## src/rtl/tdc_fh_pkg.sv

```systemverilog
package tdc_fh_pkg;
    typedef enum logic [1:0] {
        ST_IDLE = 2'd0,
        ST_HEAD = 2'd1,
        ST_BODY = 2'd2
    } rd_state_e;

    localparam logic [1:0] POS_NONE = 2'b11;
endpackage

```

## src/rtl/tdc_fh_encoder.sv

```systemverilog
module tdc_fh_encoder #(
    parameter int NUM_CH = 32,
    parameter int DT_W   = 6,
    parameter int MAX_BX = 3
) (
    input  logic                          clk,
    input  logic                          rst_n,
    input  logic [1:0]                    bx_cnt_i,
    input  logic [MAX_BX*NUM_CH-1:0]      hitmask_i,
    input  logic [MAX_BX*NUM_CH*DT_W-1:0] drift_i,
    output logic [NUM_CH*(DT_W+2)-1:0]    entries_o
);
    import tdc_fh_pkg::*;

    localparam int ENT_W = DT_W + 2;

    int eff_n;
    always_comb begin
        eff_n = (bx_cnt_i == 2'd0) ? 1 : int'(bx_cnt_i);
        if (eff_n > MAX_BX) eff_n = MAX_BX;
    end

    for (genvar ch = 0; ch < NUM_CH; ch++) begin : g_ch
        logic [1:0]      pos;
        logic [DT_W-1:0] dt;

        // scan from the latest crossing down so the earliest enabled hit wins
        always_comb begin
            pos = POS_NONE;
            dt  = '0;
            for (int b = MAX_BX - 1; b >= 0; b--) begin
                if (b < eff_n && hitmask_i[b*NUM_CH + ch]) begin
                    pos = 2'(b);
                    dt  = drift_i[(b*NUM_CH + ch)*DT_W +: DT_W];
                end
            end
        end

        assign entries_o[ch*ENT_W +: ENT_W] = {pos, dt};

        AST_CODE_WITHIN_COUNT: assert property (@(posedge clk) disable iff (!rst_n)
            (pos == 2'b10) |-> (bx_cnt_i == 2'd3));
        AST_NOHIT_MEANS_EMPTY: assert property (@(posedge clk) disable iff (!rst_n)
            (pos == POS_NONE) |-> !hitmask_i[ch]);
        AST_FIRST_WINS: assert property (@(posedge clk) disable iff (!rst_n)
            hitmask_i[ch] |-> (pos == 2'b00));
    end
endmodule

```

## src/rtl/tdc_rec_buffer.sv

```systemverilog
module tdc_rec_buffer #(
    parameter int HDR_W  = 32,
    parameter int NUM_CH = 32,
    parameter int ENT_W  = 8,
    parameter int IDX_W  = 6
) (
    input  logic                    clk,
    input  logic                    rst_n,
    input  logic                    load_i,
    input  logic [HDR_W-1:0]        header_i,
    input  logic [NUM_CH*ENT_W-1:0] entries_i,
    input  logic [IDX_W-1:0]        sel_i,
    output logic [ENT_W-1:0]        word_o
);
    localparam int REC_W  = HDR_W + NUM_CH*ENT_W;
    localparam int NWORDS = REC_W / ENT_W;

    logic [REC_W-1:0] rec_q;

    always_ff @(posedge clk or negedge rst_n) begin
        if (!rst_n)      rec_q <= '0;
        else if (load_i) rec_q <= {entries_i, header_i};
    end

    always_comb begin
        word_o = '0;
        for (int w = 0; w < NWORDS; w++) begin
            if (sel_i == IDX_W'(w)) word_o = rec_q[w*ENT_W +: ENT_W];
        end
    end

    AST_REC_HELD: assert property (@(posedge clk) disable iff (!rst_n)
        !load_i |=> $stable(rec_q));
endmodule

```

## src/rtl/tdc_readout_fsm.sv

```systemverilog
module tdc_readout_fsm #(
    parameter int HDR_WORDS = 4,
    parameter int NWORDS    = 36,
    parameter int IDX_W     = 6
) (
    input  logic             clk,
    input  logic             rst_n,
    input  logic             trig_i,
    output logic             load_o,
    output logic [IDX_W-1:0] sel_o,
    output logic             valid_o,
    output logic             last_o,
    output logic             overflow_o
);
    import tdc_fh_pkg::*;

    rd_state_e        state_q, state_d;
    logic [IDX_W-1:0] idx_q;
    logic             ovf_q;

    // state register
    always_ff @(posedge clk or negedge rst_n) begin
        if (!rst_n) begin
            state_q <= ST_IDLE;
            idx_q   <= '0;
            ovf_q   <= 1'b0;
        end else begin
            state_q <= state_d;
            idx_q   <= (state_q == ST_IDLE) ? '0 : idx_q + 1'b1;
            if (trig_i && state_q != ST_IDLE) ovf_q <= 1'b1;
        end
    end

    // next state
    always_comb begin
        state_d = state_q;
        unique case (state_q)
            ST_IDLE: if (trig_i) state_d = ST_HEAD;
            ST_HEAD: if (idx_q == IDX_W'(HDR_WORDS-1)) state_d = ST_BODY;
            ST_BODY: if (idx_q == IDX_W'(NWORDS-1)) state_d = ST_IDLE;
            default: state_d = ST_IDLE;
        endcase
    end

    // outputs
    always_comb begin
        load_o  = 1'b0;
        valid_o = 1'b0;
        last_o  = 1'b0;
        unique case (state_q)
            ST_IDLE: load_o = trig_i;
            ST_HEAD: valid_o = 1'b1;
            ST_BODY: begin
                valid_o = 1'b1;
                last_o  = (idx_q == IDX_W'(NWORDS-1));
            end
            default: ;
        endcase
    end

    assign sel_o      = idx_q;
    assign overflow_o = ovf_q;

    AST_LAST_IMPLIES_VALID: assert property (@(posedge clk) disable iff (!rst_n)
        last_o |-> valid_o);
    AST_RUN_CONTIGUOUS: assert property (@(posedge clk) disable iff (!rst_n)
        (valid_o && !last_o) |=> valid_o);
    AST_GAP_AFTER_LAST: assert property (@(posedge clk) disable iff (!rst_n)
        last_o |=> !valid_o);
    AST_NO_OVERFLOW_LOSS: assert property (@(posedge clk) disable iff (!rst_n)
        (trig_i && valid_o) |=> overflow_o);
    AST_OVERFLOW_STICKY: assert property (@(posedge clk) disable iff (!rst_n)
        overflow_o |=> overflow_o);
    AST_HEAD_BOUND: assert property (@(posedge clk) disable iff (!rst_n)
        (state_q == ST_HEAD) |-> (idx_q < IDX_W'(HDR_WORDS)));
endmodule

```

## src/rtl/tdc_fh_formatter.sv

```systemverilog
module tdc_fh_formatter #(
    parameter int NUM_CH = 32,
    parameter int DT_W   = 6,
    parameter int MAX_BX = 3,
    parameter int HDR_W  = 32
) (
    input  logic                          clk,
    input  logic                          rst_n,
    input  logic                          trig_i,
    input  logic [HDR_W-1:0]              header_i,
    input  logic [1:0]                    bx_cnt_i,
    input  logic [MAX_BX*NUM_CH-1:0]      hitmask_i,
    input  logic [MAX_BX*NUM_CH*DT_W-1:0] drift_i,
    output logic [DT_W+1:0]               byte_o,
    output logic                          valid_o,
    output logic                          last_o,
    output logic                          overflow_o
);
    localparam int ENT_W     = DT_W + 2;
    localparam int REC_W     = HDR_W + NUM_CH*ENT_W;
    localparam int NWORDS    = REC_W / ENT_W;
    localparam int HDR_WORDS = HDR_W / ENT_W;
    localparam int IDX_W     = $clog2(NWORDS + 1);

    logic [NUM_CH*ENT_W-1:0] entries;
    logic                    load;
    logic [IDX_W-1:0]        sel;

    tdc_fh_encoder #(.NUM_CH(NUM_CH), .DT_W(DT_W), .MAX_BX(MAX_BX)) u_enc (
        .clk(clk), .rst_n(rst_n), .bx_cnt_i(bx_cnt_i),
        .hitmask_i(hitmask_i), .drift_i(drift_i), .entries_o(entries)
    );

    tdc_rec_buffer #(.HDR_W(HDR_W), .NUM_CH(NUM_CH), .ENT_W(ENT_W), .IDX_W(IDX_W)) u_buf (
        .clk(clk), .rst_n(rst_n), .load_i(load), .header_i(header_i),
        .entries_i(entries), .sel_i(sel), .word_o(byte_o)
    );

    tdc_readout_fsm #(.HDR_WORDS(HDR_WORDS), .NWORDS(NWORDS), .IDX_W(IDX_W)) u_fsm (
        .clk(clk), .rst_n(rst_n), .trig_i(trig_i), .load_o(load), .sel_o(sel),
        .valid_o(valid_o), .last_o(last_o), .overflow_o(overflow_o)
    );
endmodule

```

## config.mk

```make
export PLATFORM = sky130hd
export DESIGN_NAME = tdc_fh_formatter
export DESIGN_NICKNAME = d
export VERILOG_FILES = /design/src/rtl/tdc_fh_pkg.sv /design/src/rtl/tdc_fh_encoder.sv /design/src/rtl/tdc_rec_buffer.sv /design/src/rtl/tdc_readout_fsm.sv /design/src/rtl/tdc_fh_formatter.sv
export SDC_FILE = /design/constraint.sdc
export NUM_CORES = 1
export LEC_CHECK = 0
export BUFFER_PORTS_ARGS = -buffer_cell sky130_fd_sc_hd__buf_2
export CAP_MARGIN = 10
export CELL_PAD_IN_SITES_DETAIL_PLACEMENT = 0
export CELL_PAD_IN_SITES_GLOBAL_PLACEMENT = 1
export CORE_AREA = 2 2 278 280
export CTS_CLUSTER_SIZE = 14
export DETAILED_ROUTE_END_ITERATION = 8
export DIE_AREA = 0 0 280 282
export GPL_TIMING_DRIVEN = 0
export PLACE_DENSITY = 0.63
export SLEW_MARGIN = 20
export SYNTH_ARGS = -nofsm -noshare
export SYNTH_HDL_FRONTEND = slang
export SYNTH_SLANG_ARGS = --single-unit
```

## constraint.sdc

```tcl
create_clock -name clk -period 4.71 [get_ports clk]
set_input_delay 0.471 -clock clk [delete_from_list [all_inputs] [get_ports clk]]
set_output_delay 0.471 -clock clk [all_outputs]
set_load 0.01 [all_outputs]
```

==> impl_metrics.yaml <==
outcome:
  status: "completed"
cts:
  clock-sinks: 297
  root_buffer: "clkbuf_16"
  clk_pin_slew_ns: 0.06
  insertion_delay_ns: 0.58
  max-clock-path-buffers: 3
  postCtsSetupBuffers: 0
  cts_tree: "done"
  cts_buffers: 37
  cts_max_level: 2
critical_path:
  critPathRequiredTime_ns: 4.24
  worstSetupPathType: "flip-flop to output pin"
  worstPathMaxFanout: 10
  ff2ff_path_depth: 10
  worstReg2RegEnd: "u_buf.rec_q[174]$_DFFE_PN0P_"
  reg2reg_from: "u_fsm.state_q[0]$_DFFE_PN0P_"
  startpoint_type: "flip-flop"
  arrival_ns: 4.10
  endpoint_kind: "output pin"
  rrSetupSlack_ns: 0.43
finish:
  fillers: 8363
  final_cell_mix: "703 x buf_2, 673 x nand2_1, 421 x o21ai_0"
  layout_commonest_cell: "buf_2"
  final_layout_size_suffix_gt1_share_pct: 26.8
  final_area_mm2: 0.0256
  fin_nets: 3942
  syn2layout_area_growth_pct: 31.4
synth:
  ys_seq_area_share_pct: 38.1
  synth_seq_cells: 297
  synth_fa_ha_area_share_pct: 0.450
  yosys_warnings: 0
  synth_edf_count: 0
  syn_area_mm2: 0.0195
  synth_ff_type: "dfrtp_1"
  avgSynthCellArea_um2: 7.80
  synth-simple-area-share_pct: 23.2
  synth.distinct_cells: 88
  synth_xor_area_share_pct: 0.135
  synth_compound_area_share_pct: 31.5
  synthCells: 2498
  syn_nets: 3214
  synth_mux_area_share_pct: 1.85
  synth_top_family_by_area: "compound AO/OA/AOI/OAI gates"
  async_flop_share_pct: 100
drt:
  drt_iter0_markers: 1493
  ant_nets: 0
  route.detailed.drc: 0
  avgViaCountPerCell: 5.22
  totalWireLength_um: 103000
  vias: 22100
  avgRoutedWirePerCell_um: 24.3
  dr.pass1.iters: 5
power_and_ir_drop:
  leakagePower_uw: 0.0116
  vdd_drop_max_uv: 202
  power_uw: 11800
  power_density_mw_per_mm2: 463
grt:
  grt_usage_pct: 25.0
  grt.overflow.total: 0
  grt_pass1_wl_um: 146000
  use_met1_pct: 32.7
  grt_util_met3_pct: 4.22
  grtUsageMet2_pct: 43.1
  grt_antenna_before_repair: 17
  grt_max_degree: 95
  grt_pass1_vias: 21900
  grt.busiest_layer: "met2"
placed_design:
  hpwl_um: 82800
  io_buffers: 686
  dpl_cell_area_mm2: 0.0242
  gp_congestion: 0.886
timing:
  tightest_slew_ns: 1.10
  rsz0062_at_grt: "false"
  hold_viol_final: 0
  min_period_ns: 4.57
  setup_violations: 0
  slew-limit-headroom_pct: 26.9
  slew_violations: 0
  max_freq_ghz: 0.219
  post-route-period-util_pct: 97.0
  fin_skew_ns: 0.0243
floorplanning:
  dieArea_mm2: 0.0790
  fp.dieH_um: 282
  num_rows: 101
  start_util_pct: 25.7
  die_w_um: 280
  design.core.area_mm2: 0.0757
  ios: 720
min_path:
  worstHoldPathType: "input pin to flip-flop"
  min_from: "header_i[20]"
  hold_depth: 2
  hold_path_end: "u_buf.rec_q[20]$_DFFE_PN0P_"
run:
  max_cap_violations: 0
[routing by layer]
metal | routed length [µm] | part of all wire (%) | vias up
li1 | - | - | 10500
met1 | 44400 | 43 | 10700
met2 | 50100 | 49 | 737
met3 | 6330 | 6.1 | 136
met4 | 2160 | 2.1 | 14
met5 | 86 | 0.083 | -
[where the power goes]
group          switching, µW  internal [µW]  leakage (µW)
clock network           1210           1900      0.000642
registers               1010           3710       0.00377
logic                   2600           1410       0.00715
total                   4820           7030        0.0116
[through the flow]
step           utilization, %  cells  hold WS (ns)  setup slack (ns)  setup TNS [ns]
3_3_place_gp             31.9   4162         0.459             -2.80         -820.15
4_1_cts                  33.8   4232        0.0972            0.0226               0
5_1_grt                  33.8   4233         0.113            0.0915               0
6_report                 33.8   4235         0.119             0.143               0
3_5_place_dp             32.0   4165         0.398             0.383               0
2_1_floorplan               -   2498         0.175              1.98               0
[synth_stat cells (all sizes together) (36+ instances only)]
library cell,count,area share [%]
a211oi,47,1.9
a21o,39,1.5
a22oi,199,7.7
and2,36,1.2
buf,37,1.2
clkbuf,171,3.3
dfrtp,297,38
nand2,680,13
nor2,89,2.0
nor2b,41,1.3
nor3b,39,1.6
o21ai,430,11
[how the worst max path moves through the flow]
stage,start,end,slack (ns)
after global routing,u_fsm.sel_o[1]$_DFF_PN0_,byte_o[5],0.09
after global placement,rst_n,u_buf.rec_q[244]$_DFFE_PN0P_,-2.80
after floorplan,u_fsm.sel_o[1]$_DFF_PN0_,byte_o[6],1.98
final,u_fsm.sel_o[0]$_DFF_PN0_,byte_o[3],0.14
after CTS,u_fsm.sel_o[0]$_DFF_PN0_,byte_o[4],0.02
after detailed placement,u_fsm.sel_o[0]$_DFF_PN0_,byte_o[4],0.38
[layout make-up]
cell class / count / area (µm²) / area share (%)
Multi-Input combinational cell: 1985 / 11200 / 43.6
Sequential cell: 297 / 7430 / 29.0
Timing Repair Buffer: 690 / 3540 / 13.8
Tap cell: 978 / 1220 / 4.78
Clock buffer: 53 / 1100 / 4.28
Buffer: 207 / 877 / 3.42
Clock inverter: 13 / 229 / 0.894
Inverter: 8 / 30.0 / 0.117
Antenna cell: 4 / 10.0 / 0.0391
[logic make-up (layout without fill, tap and decap cells)]
group / Yosys count / count (layout)
other: 0 / 4
adder cells (fa/ha/maj): 7 / 7
buffers and inverters: 216 / 971
AO/OA/AOI/OAI: 948 / 948
flip-flops: 297 / 297
multiplexers: 32 / 32
XOR/XNOR: 3 / 3
AND/OR/NAND/NOR: 995 / 995
[critical path, stage by stage (launching register included)]
cell and delay [ns]:
dfrtp_1 0.45, ha_1 0.23, buf_2 0.23, clkbuf_1 0.43
o221ai_1 0.53, o221ai_1 0.26, a211o_1 0.32, a31oi_1 0.41
o21ai_1 0.27, a21oi_1 0.19, buf_2 0.18
[state kept, by name, summed over array words and instances (netlist names)]
name	count
u_buf.rec_q	288
u_fsm.sel_o	6
u_fsm.state_q	2
u_fsm.overflow_o	1
[what timing repair did]
item / CTS / global route
resized for setup: 2 / 10
endpoints found under the setup margin: 3 / 5
hold endpoints to repair: 43 / 0
hold buffers: 1 / 0
Power figures use the tool's default switching activity.
